==> src/rtl/mbx_pkg.sv <==
package mbx_pkg;

  typedef enum logic [1:0] {
    ST_IDLE = 2'd0,
    ST_RUN  = 2'd1,
    ST_DONE = 2'd2
  } run_state_e;

  localparam logic [1:0] ADR_CTRL = 2'd0;
  localparam logic [1:0] ADR_STAT = 2'd1;
  localparam logic [1:0] ADR_LIM  = 2'd2;

  localparam int STAT_W = 4;

  // status word: {timeout, error, running, done}
  function automatic logic [STAT_W-1:0] pack_status(logic done, logic running,
                                                    logic err, logic tmo);
    return {tmo, err, running, done};
  endfunction

  // true when the retry budget is used up
  function automatic logic budget_spent(logic [31:0] cnt, logic [31:0] lim);
    return cnt >= lim;
  endfunction

endpackage

==> src/rtl/mbx_seq.sv <==
module mbx_seq
  import mbx_pkg::*;
(
  input  logic       clk,
  input  logic       rst_n,
  input  logic       launch_req,
  input  logic       finish_in,
  output run_state_e state_o,
  output logic       launch_pulse_o,
  output logic       err_o,
  output logic       launch_ok_o
);

  run_state_e state_q;
  logic       pulse_q;
  logic       err_q;
  logic       launch_ok;
  logic       launch_bad;

  assign launch_ok  = launch_req && (state_q != ST_RUN);
  assign launch_bad = launch_req && (state_q == ST_RUN);

  always_ff @(posedge clk) begin
    if (!rst_n) begin
      state_q <= ST_IDLE;
      pulse_q <= 1'b0;
      err_q   <= 1'b0;
    end else begin
      pulse_q <= launch_ok;
      if (launch_bad) err_q <= 1'b1;
      if (launch_ok) begin
        state_q <= ST_RUN;
      end else if (state_q == ST_RUN && finish_in) begin
        state_q <= ST_DONE;
      end
    end
  end

  assign state_o        = state_q;
  assign launch_pulse_o = pulse_q;
  assign err_o          = err_q;
  assign launch_ok_o    = launch_ok;

  AST_FINISH_TO_DONE: assert property (@(posedge clk) disable iff (!rst_n)
    (state_q == ST_RUN && finish_in) |=> (state_q == ST_DONE));
  AST_ERR_STICKY: assert property (@(posedge clk) disable iff (!rst_n)
    err_q |=> err_q);
  AST_BAD_LAUNCH_IGNORED: assert property (@(posedge clk) disable iff (!rst_n)
    launch_bad |=> (!pulse_q && state_q != ST_IDLE && err_q));
  AST_STRAY_FINISH: assert property (@(posedge clk) disable iff (!rst_n)
    (state_q != ST_RUN && finish_in && !launch_req) |=> $stable(state_q));

endmodule

==> src/rtl/mbx_retry.sv <==
module mbx_retry
  import mbx_pkg::*;
#(
  parameter int CNT_W = 8
) (
  input  logic             clk,
  input  logic             rst_n,
  input  logic             clear_i,
  input  logic             poll_i,
  input  logic [CNT_W-1:0] limit_i,
  output logic             retry_o,
  output logic             timeout_o
);

  logic [CNT_W-1:0] cnt_q;
  logic             spent;

  assign spent     = budget_spent(32'(cnt_q), 32'(limit_i));
  assign retry_o   = poll_i && !spent;
  assign timeout_o = poll_i && spent;

  always_ff @(posedge clk) begin
    if (!rst_n) begin
      cnt_q <= '0;
    end else if (clear_i) begin
      cnt_q <= '0;
    end else if (poll_i) begin
      cnt_q <= spent ? '0 : cnt_q + 1'b1;
    end
  end

  AST_TIMEOUT_RESTARTS: assert property (@(posedge clk) disable iff (!rst_n)
    timeout_o |=> (cnt_q == '0));
  AST_RETRY_ADVANCES: assert property (@(posedge clk) disable iff (!rst_n)
    (retry_o && !clear_i) |=> (cnt_q == $past(cnt_q) + 1'b1));
  AST_NO_BOTH: assert property (@(posedge clk) disable iff (!rst_n)
    !(retry_o && timeout_o));

endmodule

==> src/rtl/host_poll_mailbox.sv <==
module host_poll_mailbox
  import mbx_pkg::*;
#(
  parameter int DATA_W    = 32,
  parameter int CNT_W     = 8,
  parameter int DEF_LIMIT = 64
) (
  input  logic              clk,
  input  logic              rst_n,
  input  logic              bus_req,
  input  logic              bus_wr,
  input  logic [1:0]        bus_addr,
  input  logic [DATA_W-1:0] bus_wdata,
  output logic              bus_ack,
  output logic              bus_retry,
  output logic [DATA_W-1:0] bus_rdata,
  output logic              pim_launch,
  input  logic              pim_finish
);

  localparam int STAT_PAD = DATA_W - STAT_W;
  localparam int LIM_PAD  = DATA_W - CNT_W;

  run_state_e       state;
  logic             err_flag;
  logic             launch_ok;
  logic             launch_req;
  logic             lim_wr;
  logic             stat_rd;
  logic             poll_run;
  logic             retry_now;
  logic             timeout_now;
  logic [CNT_W-1:0] limit_q;
  logic [DATA_W-1:0] rd_mux;
  logic [STAT_W-1:0] stat_word;

  assign launch_req = bus_req && bus_wr && bus_addr == ADR_CTRL && bus_wdata[0];
  assign lim_wr     = bus_req && bus_wr && bus_addr == ADR_LIM;
  assign stat_rd    = bus_req && !bus_wr && bus_addr == ADR_STAT;
  assign poll_run   = stat_rd && state == ST_RUN;

  mbx_seq u_seq (
    .clk            (clk),
    .rst_n          (rst_n),
    .launch_req     (launch_req),
    .finish_in      (pim_finish),
    .state_o        (state),
    .launch_pulse_o (pim_launch),
    .err_o          (err_flag),
    .launch_ok_o    (launch_ok)
  );

  mbx_retry #(.CNT_W(CNT_W)) u_retry (
    .clk       (clk),
    .rst_n     (rst_n),
    .clear_i   (launch_ok),
    .poll_i    (poll_run),
    .limit_i   (limit_q),
    .retry_o   (retry_now),
    .timeout_o (timeout_now)
  );

  always_ff @(posedge clk) begin
    if (!rst_n) limit_q <= CNT_W'(DEF_LIMIT);
    else if (lim_wr) limit_q <= bus_wdata[CNT_W-1:0];
  end

  assign stat_word = pack_status(state == ST_DONE, state == ST_RUN, err_flag, timeout_now);

  always_comb begin
    rd_mux = '0;
    if (!bus_wr) begin
      case (bus_addr)
        ADR_STAT: rd_mux = {{STAT_PAD{1'b0}}, stat_word};
        ADR_LIM:  rd_mux = {{LIM_PAD{1'b0}}, limit_q};
        default:  rd_mux = '0;
      endcase
    end
  end

  always_ff @(posedge clk) begin
    if (!rst_n) begin
      bus_ack   <= 1'b0;
      bus_retry <= 1'b0;
      bus_rdata <= '0;
    end else begin
      bus_ack   <= bus_req && !retry_now;
      bus_retry <= retry_now;
      bus_rdata <= (bus_req && !retry_now) ? rd_mux : '0;
    end
  end

  AST_ONE_RESPONSE: assert property (@(posedge clk) disable iff (!rst_n)
    !(bus_ack && bus_retry));
  AST_NO_UNSOLICITED: assert property (@(posedge clk) disable iff (!rst_n)
    (bus_ack || bus_retry) |-> $past(bus_req));
  AST_REQ_ANSWERED: assert property (@(posedge clk) disable iff (!rst_n)
    bus_req |=> (bus_ack || bus_retry));
  AST_RETRY_NO_DATA: assert property (@(posedge clk) disable iff (!rst_n)
    bus_retry |-> (bus_rdata == '0));
  AST_DONE_NO_RETRY: assert property (@(posedge clk) disable iff (!rst_n)
    (stat_rd && state == ST_DONE) |=> (bus_ack && bus_rdata[0]));
  AST_LAUNCH_FROM_HOST: assert property (@(posedge clk) disable iff (!rst_n)
    pim_launch |-> $past(bus_req && bus_wr));

endmodule

==> config.mk <==
export PLATFORM = sky130hd
export DESIGN_NAME = host_poll_mailbox
export DESIGN_NICKNAME = d
export VERILOG_FILES = /design/src/rtl/mbx_pkg.sv /design/src/rtl/mbx_seq.sv /design/src/rtl/mbx_retry.sv /design/src/rtl/host_poll_mailbox.sv
export SDC_FILE = /design/constraint.sdc
export NUM_CORES = 1
export LEC_CHECK = 0
export CAP_MARGIN = 10
export CORE_UTILIZATION = 46
export CTS_BUF_LIST = sky130_fd_sc_hd__clkbuf_8
export CTS_CLUSTER_DIAMETER = 100
export DETAILED_ROUTE_END_ITERATION = 16
export PLACE_DENSITY = 0.88
export SYNTH_ARGS = -nofsm -noshare
export SYNTH_HDL_FRONTEND = slang
export SYNTH_SLANG_ARGS = --single-unit
==> constraint.sdc <==
create_clock -name clk -period 5.5 [get_ports clk]
set_input_delay 0.825 -clock clk [delete_from_list [all_inputs] [get_ports clk]]
set_output_delay 0.825 -clock clk [all_outputs]
set_load 0.02 [all_outputs]
==> results of run 1 <==
where the power goes:
group | switching [uW] | internal (uW)
sequential | 7.81 | 224
clock | 81.6 | 126
combinational | 47.3 | 27.7
synth_stat cells (all sizes together):
master  instances
nand2          36
dfxtp          30
buf            25
nand3          13
ha             12
inv            11
nor2           11
nor3            8
a21boi          7
a31oi           6
a21oi           5
a211oi          3
clkbuf          3
o21ai           3
and3            2
nand4           2
nand4b          2
nor3b           2
o211ai          2
o21a            2
or2             2
a21o            1
a22oi           1
a32oi           1
and2            1
and2b           1
conb            1
nand3b          1
nor2b           1
flip-flops by register name (all words and copies together), names as in the netlist:
| signal | count |
|---|---|
| u_seq.err_o | 1 |
| bus_ack | 1 |
| limit_q | 8 |
| u_retry.cnt_q | 8 |
| bus_retry | 1 |
| u_seq.launch_pulse_o | 1 |
| u_seq.state_o | 2 |
| bus_rdata | 8 |
area by class of cell:
type | count | area, um2
fillers | 311 | 1420
repair buffers | 25 | 250
well taps | 46 | 57.6
clock buffers | 8 | 110
multi-input cells | 149 | 856
inverters | 11 | 41.3
flip-flops and latches | 30 | 601
metal layers:
layer / vias to the layer above / track usage (%) / part of all wire, % / wire length (um)
met5: - / 0 / 0 / 0
met2: 46 / 36.3 / 49 / 1560
met1: 634 / 21.5 / 43 / 1390
met3: 13 / 5.88 / 5.1 / 164
li1: 670 / - / - / -
met4: 0 / 12.0 / 2.8 / 89
per-stage QoR:
stage / instances / utilization (%) / setup WS, ps / cell area [um2] / power [uW]
3_3_place_gp: 261 / 54.1 / 2890 / 1810 / 308
5_1_grt: 269 / 57.4 / 2910 / 1920 / 539
4_1_cts: 269 / 57.4 / 3140 / 1920 / 517
3_5_place_dp: 261 / 54.1 / 2840 / 1810 / 310
2_1_floorplan: 218 / - / 3600 / 1700 / 304
6_report: 269 / 57.4 / 3080 / 1920 / 515
logic make-up (layout without fill, tap and decap cells):
logic type,count (synthesis),after routing,share of synthesized area [%]
buffers and inverters,39,44,15.1
other,1,24,0.232
and+or+nand+nor,82,82,24.0
AOI/OAI and AO/OA,31,31,14.2
DFF,30,30,37.2
adders and majority gates,12,12,9.30
worst max path at each step:
stage | start | endpoint | slack, ps | depth (start not counted)
after floorplan | bus_addr[1] | bus_rdata[4] | 3600 | 6
after global placement | bus_addr[1] | u_retry.cnt_q[5] | 2890 | 7
after detailed placement | bus_addr[1] | u_retry.cnt_q[5] | 2840 | 7
after CTS | bus_addr[1] | u_retry.cnt_q[6] | 3140 | 7
after global routing | bus_addr[0] | u_retry.cnt_q[6] | 2910 | 6
final | bus_addr[0] | u_retry.cnt_q[6] | 3080 | 6
critical path, stage by stage:
cell	delay, ps
clkdlybuf4s50_1	500
ha_1	230
nand4b_1	440
nor3_1	340
nand2_1	80
a31oi_1	200
==> metrics.txt, run 1 <==
final hold viol count=0; GP Congestion=0.833; flop2flop setup slack=3250 ps; sum of negative setup slack=0 ps; first-pass GRT wire length=5460 um; vias after detailed routing=1363; Remaining DRCs=0; CTS H-tree depth=2; CTS tree=built; DRT iter0 DRCs=24; Mapped Cells=195; CTS Buf Count=5; synth top area cells=dfxtp_1, buf_4, ha_1; Rel. slew slack=51.9%; Max Cap Viol=0; setup bufs post-CTS=0; # diodes=0; Clock transition at path regs=60 ps; CP arrival=2620 ps; drt pass-1 iters=4; Synth warnings=0; Post-Syn Area per Cell=8.28 um2; Final min period=2420 ps; Seq/Total Area, Yosys=37.2%; Die ar.=3750 um2; fin crit share=43.9%; NumNets Final=273; most frequent cells in the layout=nand2_1, dfxtp_1, clkdlybuf4s50_1; Placeable Area=3340 um2; CP Max Fanout=12; WHS Path Cells=2; Worst Hold Slack=475 ps; area leader, netlist=dfxtp_1; Pleak=0.000730 uW; Die Y=61.2 um; Root Buffer=clkbuf_8; Clock Path Buffers=2; worst reg2reg path depth=7; initial antenna violation count=0; Max VDD drop=0.148 mV; R2R Path Start=limit_q[2]; R2R Path End=u_retry.cnt_q[7]; vias in the first global route=1276; synthesized cell area=1610 um2; IO Count=74; Worst Hold Launch=limit_q[5]; Skew-Pair Late Insertion Delay=280 ps; worst-margin pin slew=716 ps; crit start category=input port; initial core utilization=48.4%; largest net degree at the start of global routing=19; Die W=61.2 um; Post-CTS Resized=0; Hold Crit Class=flop to flop; Rows=21; most common cell after layout, fill and taps aside=nand2_1; Yosys cell types=36; Yosys top cell area share=37.2%; Crit path required time=5700 ps; vias per inst=5.07; fmax=414 MHz; Hold Path End=limit_q[5]; Clock Sinks=30; Overflow after GRT=0; Crit. End Element=flop; Total Routing Usage GR=20.5%; RSZ-0062 raised after global routing=false; Layout area overhead=18.7%; Post-Route WL=3210 um; fin. max-slew vios=0; # setup viols final=0; hpwl dp=2300 um; Yosys reg bits=30; hold_buf cts=0; routed len/inst=11.9 um; status=finished clean; Cell Pwr Density=269 nW/um2; input/output buffers=25; Worst Skew=7.48 ps; Setup CP Type=input port to flop; Detail Route Antenna Nets=0; layout cells sized above 1=7.62%
(Power assumes the default switching activity.)
==> run 2, diff against run 1 <==
Settings changed: CORE_UTILIZATION 46 to 38, PLACE_DENSITY 0.88 to 0.77.
Clock period 5.5 ns to 2.15 ns, I/O delays scaled along.
==> run 2 against run 1 <==
Effect of this change:
- sequential share of layout area fell by 0.50 points
- cell count rose by 3.7%
- combinational power rose to 2.7 times the previous value
- count of clock-buffer cells in the layout fell by 2
- sequential cell count did not move
- critical path depth rose by 2
- largest power group unchanged
==> metrics.txt, run 2 (synthesis gave the netlist of run 1 again) <==
layout cells sized above 1=9.61%; hold_buf cts=0; CTS tree=built; most frequent cells in the layout=nand2_1, dfxtp_1, clkdlybuf4s50_1; vias after detailed routing=1305; total power=1260 uW; Root Buffer=clkbuf_8; Crit path required time=2350 ps; CP Max Fanout=9; # setup viols final=0; Clock Path Buffers=2; CTS Buf Count=5; Post-Route WL=3080 um; input/output buffers=25; switching part of the total power=27.8%; share of total power in the clock network=36.7%; Final min period=2010 ps; fmax=498 MHz; Setup CP Type=flop to flop; Max Cap Viol=0; Max VDD drop=0.409 mV; # diodes=0; initial core utilization=40.1%; Overflow after GRT=0; final hold viol count=0; DRT iter0 DRCs=103; hpwl dp=2300 um; vias per inst=4.68; Comb pwr share=16.2%; fin. max-slew vios=0; NumNets Final=279; Rows=23; Die Y=67.2 um; Pleak=0.000752 uW; Worst Skew=6.10 ps; first-pass GRT wire length=5240 um; Skew-Pair Late Insertion Delay=280 ps; routed len/inst=11.1 um; Die ar.=4510 um2; drt pass-1 iters=4; Reg power frac=47.1%; largest net degree at the start of global routing=14; Placeable Area=4030 um2; CP arrival=2210 ps; Total Routing Usage GR=15.9%; sum of negative setup slack=0 ps; Die W=67.2 um; Clock Sinks=30; Psw=350 uW; Largest regs=bus_rdata (8), limit_q (8), u_retry.cnt_q (8); fin crit share=93.4%; RSZ-0062 raised after global routing=false; Detail Route Antenna Nets=0; GP Congestion=0.765; Clock transition at path regs=70 ps; post-layout util=48.3%; crit start category=flop; CTS H-tree depth=2; Crit. End Element=flop; setup bufs post-CTS=0; Int Pwr=911 uW; most common cell after layout, fill and taps aside=nand2_1; initial antenna violation count=0; vias in the first global route=1241; IO Count=74; Fillers=396; status=finished clean; Hold Crit Class=flop to flop; Layout area overhead=20.6%; Post-CTS Resized=0; Cell Pwr Density=648 nW/um2; Remaining DRCs=0
[run 2: power groups by stage]
stage | combinational, uW | clock [uW] | sequential [uW]
CTS | 204 | 476 | 593
finish | 205 | 462 | 594
global route | 228 | 507 | 596
global placement | 199 | 0 | 605
detailed placement | 203 | 0 | 606
floorplan | 176 | 0 | 602
[run 2: critical path: stages, from the launching register on]
cell      delay [ps]
dfxtp_1          360
inv_1             60
ha_1             320
a211oi_2         250
o21ai_2          100
a211oi_4         330
buf_4            220
o211ai_1          90
a31oi_1          210
[run 2: final timing paths]
kind                            startpoint          endpoint  slack, ps  cells after the start
worst max-delay path            limit_q[2]  u_retry.cnt_q[7]        140                      8
worst min-delay path            limit_q[7]        limit_q[7]        470                      2
worst max register to register  limit_q[2]  u_retry.cnt_q[7]        140                      8
worst min register to register  limit_q[7]        limit_q[7]        470                      2
[run 2: stage by stage]
stage	instance area, um2	hold slack (ps)	setup WS [ps]	instances
floorplan	1700	441	319	218
global placement	1860	452	256	271
detailed placement	1860	460	182	271
CTS	1950	475	131	279
global route	1950	487	21.5	279
finish	1950	473	142	279
[run 2: layout make-up]
type	count	area (um2)	share of cell area (%)
clock inverter	2	8.76	0.450
tap	50	62.6	3.21
multi-input combinational	149	856	44.0
sequential	30	601	30.8
clock buffer	6	82.6	4.24
inverter	11	41.3	2.12
timing repair buffer	31	295	15.2
[run 2: per-layer routing]
metal | vias to the layer above | wire length [um] | global-route usage (%)
li1 | 678 | - | -
met1 | 585 | 1430 | 18.4
met2 | 40 | 1460 | 25.9
met3 | 2 | 184 | 7.09
met4 | 0 | 12 | 5.59
met5 | - | 0 | 0
==> run 3, diff against run 2 <==
Clock period 2.15 ns to 1.74 ns, I/O delays scaled along.
==> run 3 against run 2 <==
Effect of this change:
- via count is 15% higher
- total power increased by 32%
- the run now ends with negative setup slack left
- utilization up 6.1 points
- sequential power increased by 23%
- design area up 13%
- combinational power is 83% higher
==> metrics.txt, run 3 (synthesis gave the netlist of run 1 again) <==
status=finished with violations; violated checks=negative setup slack; IO Count=74; hpwl dp=2600 um; Worst Skew=7.05 ps; # setup viols final=10; Die W=67.2 um; Worst Hold Slack=461 ps; CP Max Fanout=7; vias per inst=5.03; crit start category=flop; Final min period=1800 ps; NumNets Final=300; Rows=23; Hold Crit Class=flop to flop; Max VDD drop=0.423 mV; pre-CTS WS=-87.6 ps; routed len/inst=12.8 um; vias in the first global route=1418; Hold Path End=limit_q[7]; Placeable Area=4030 um2; fin. max-slew vios=0; CTS Buf Count=5; R2R Path End=u_retry.cnt_q[2]; layout cells sized above 1=23.8%; Crit path required time=1940 ps; # diodes=0; Cell Pwr Density=758 nW/um2; drt pass-1 iters=4; final hold viol count=0; Clock Path Buffers=2; initial antenna violation count=0; total power=1660 uW; final std cells w/o fill=298; most frequent cells in the layout=nand2_1, dfxtp_1, clkdlybuf4s50_1; Skew-Pair Late Insertion Delay=290 ps; Overflow after GRT=0; Clock transition at path regs=60 ps; Post-Route WL=3820 um; Total Routing Usage GR=19.0%; Layout area overhead=35.7%; input/output buffers=25; CTS tree=built; R2R Path Start=u_retry.cnt_q[6]; initial core utilization=40.1%; fin crit share=103%; first-pass GRT wire length=6150 um; Crit. End Element=flop; Clock Sinks=30; DRT iter0 DRCs=91; Remaining DRCs=0; most common cell after layout, fill and taps aside=nand2_1; CP arrival=2000 ps; Die ar.=4510 um2; worst reg2reg path depth=8; Setup CP Type=flop to flop; Root Buffer=clkbuf_8; largest net degree at the start of global routing=14; Max Cap Viol=0; Largest regs=bus_rdata (8), limit_q (8), u_retry.cnt_q (8); GP Congestion=0.818; CTS H-tree depth=2; WHS Path Cells=2; RSZ-0062 raised after global routing=true; Pleak=0.000867 uW; vias after detailed routing=1500; final worst setup slack=-60.0 ps; post-layout util=54.4%; fmax=556 MHz; Worst Hold Launch=limit_q[7]; Detail Route Antenna Nets=0; flop2flop setup slack=-60 ps; Die Y=67.2 um; Inst Count DP=287
==> run 3: power by group <==
group | switching (uW) | internal, uW
clock | 254 | 304
sequential | 18.8 | 710
combinational | 194 | 181
==> run 3: cell type report <==
class                      instances  area (um2)
clock buffer                       6        82.6
sequential                        30         606
fill                             386        1840
multi-input combinational        149         926
timing repair buffer              52         473
tap                               50        62.6
inverter                          11        41.3
==> run 3: metrics by stage <==
step	area, um2	setup TNS [ps]
floorplan	1700	0
global placement	1990	-126
detailed placement	1990	-811
CTS	2120	-663
global route	2190	-1250
finish	2190	-276
==> run 3: layer usage <==
| metal | global-route usage [%] | part of all wire (%) | vias to the layer above |
|---|---|---|---|
| li1 | - | - | 723 |
| met1 | 18.7 | 38 | 706 |
| met2 | 35.0 | 53 | 61 |
| met3 | 5.41 | 6.2 | 10 |
| met4 | 11.4 | 2.4 | 0 |
| met5 | 0 | 0 | - |
==> run 3: worst max path at each step <==
| stage | from | endpoint | slack (ps) |
|---|---|---|---|
| floorplan | limit_q[2] | u_retry.cnt_q[5] | 5 |
| CTS | limit_q[2] | u_retry.cnt_q[4] | -90 |
| finish | u_retry.cnt_q[6] | u_retry.cnt_q[2] | -60 |
| detailed placement | limit_q[2] | u_retry.cnt_q[7] | -90 |
| global route | u_retry.cnt_q[6] | u_retry.cnt_q[3] | -160 |
| global placement | bus_addr[1] | bus_rdata[6] | -30 |
==> run 3: critical path: stages, from the launching register on <==
cell,delay (ps)
dfxtp_1,410
ha_1,280
o21ai_1,170
nor2_2,80
a211oi_4,280
buf_6,150
buf_12,100
nand3b_1,70
a31oi_1,160
==> run 3: repair_timing <==
| item | CTS | global route |
|---|---|---|
| resized for setup | 6 | 17 |
| hold buffers | 0 | 0 |
| endpoints found under the setup margin | 16 | 18 |
| cloned | 1 | 0 |
| buffers inserted | 1 | 4 |
| pin swaps | 9 | 8 |
| endpoints found under the hold margin | 0 | 0 |
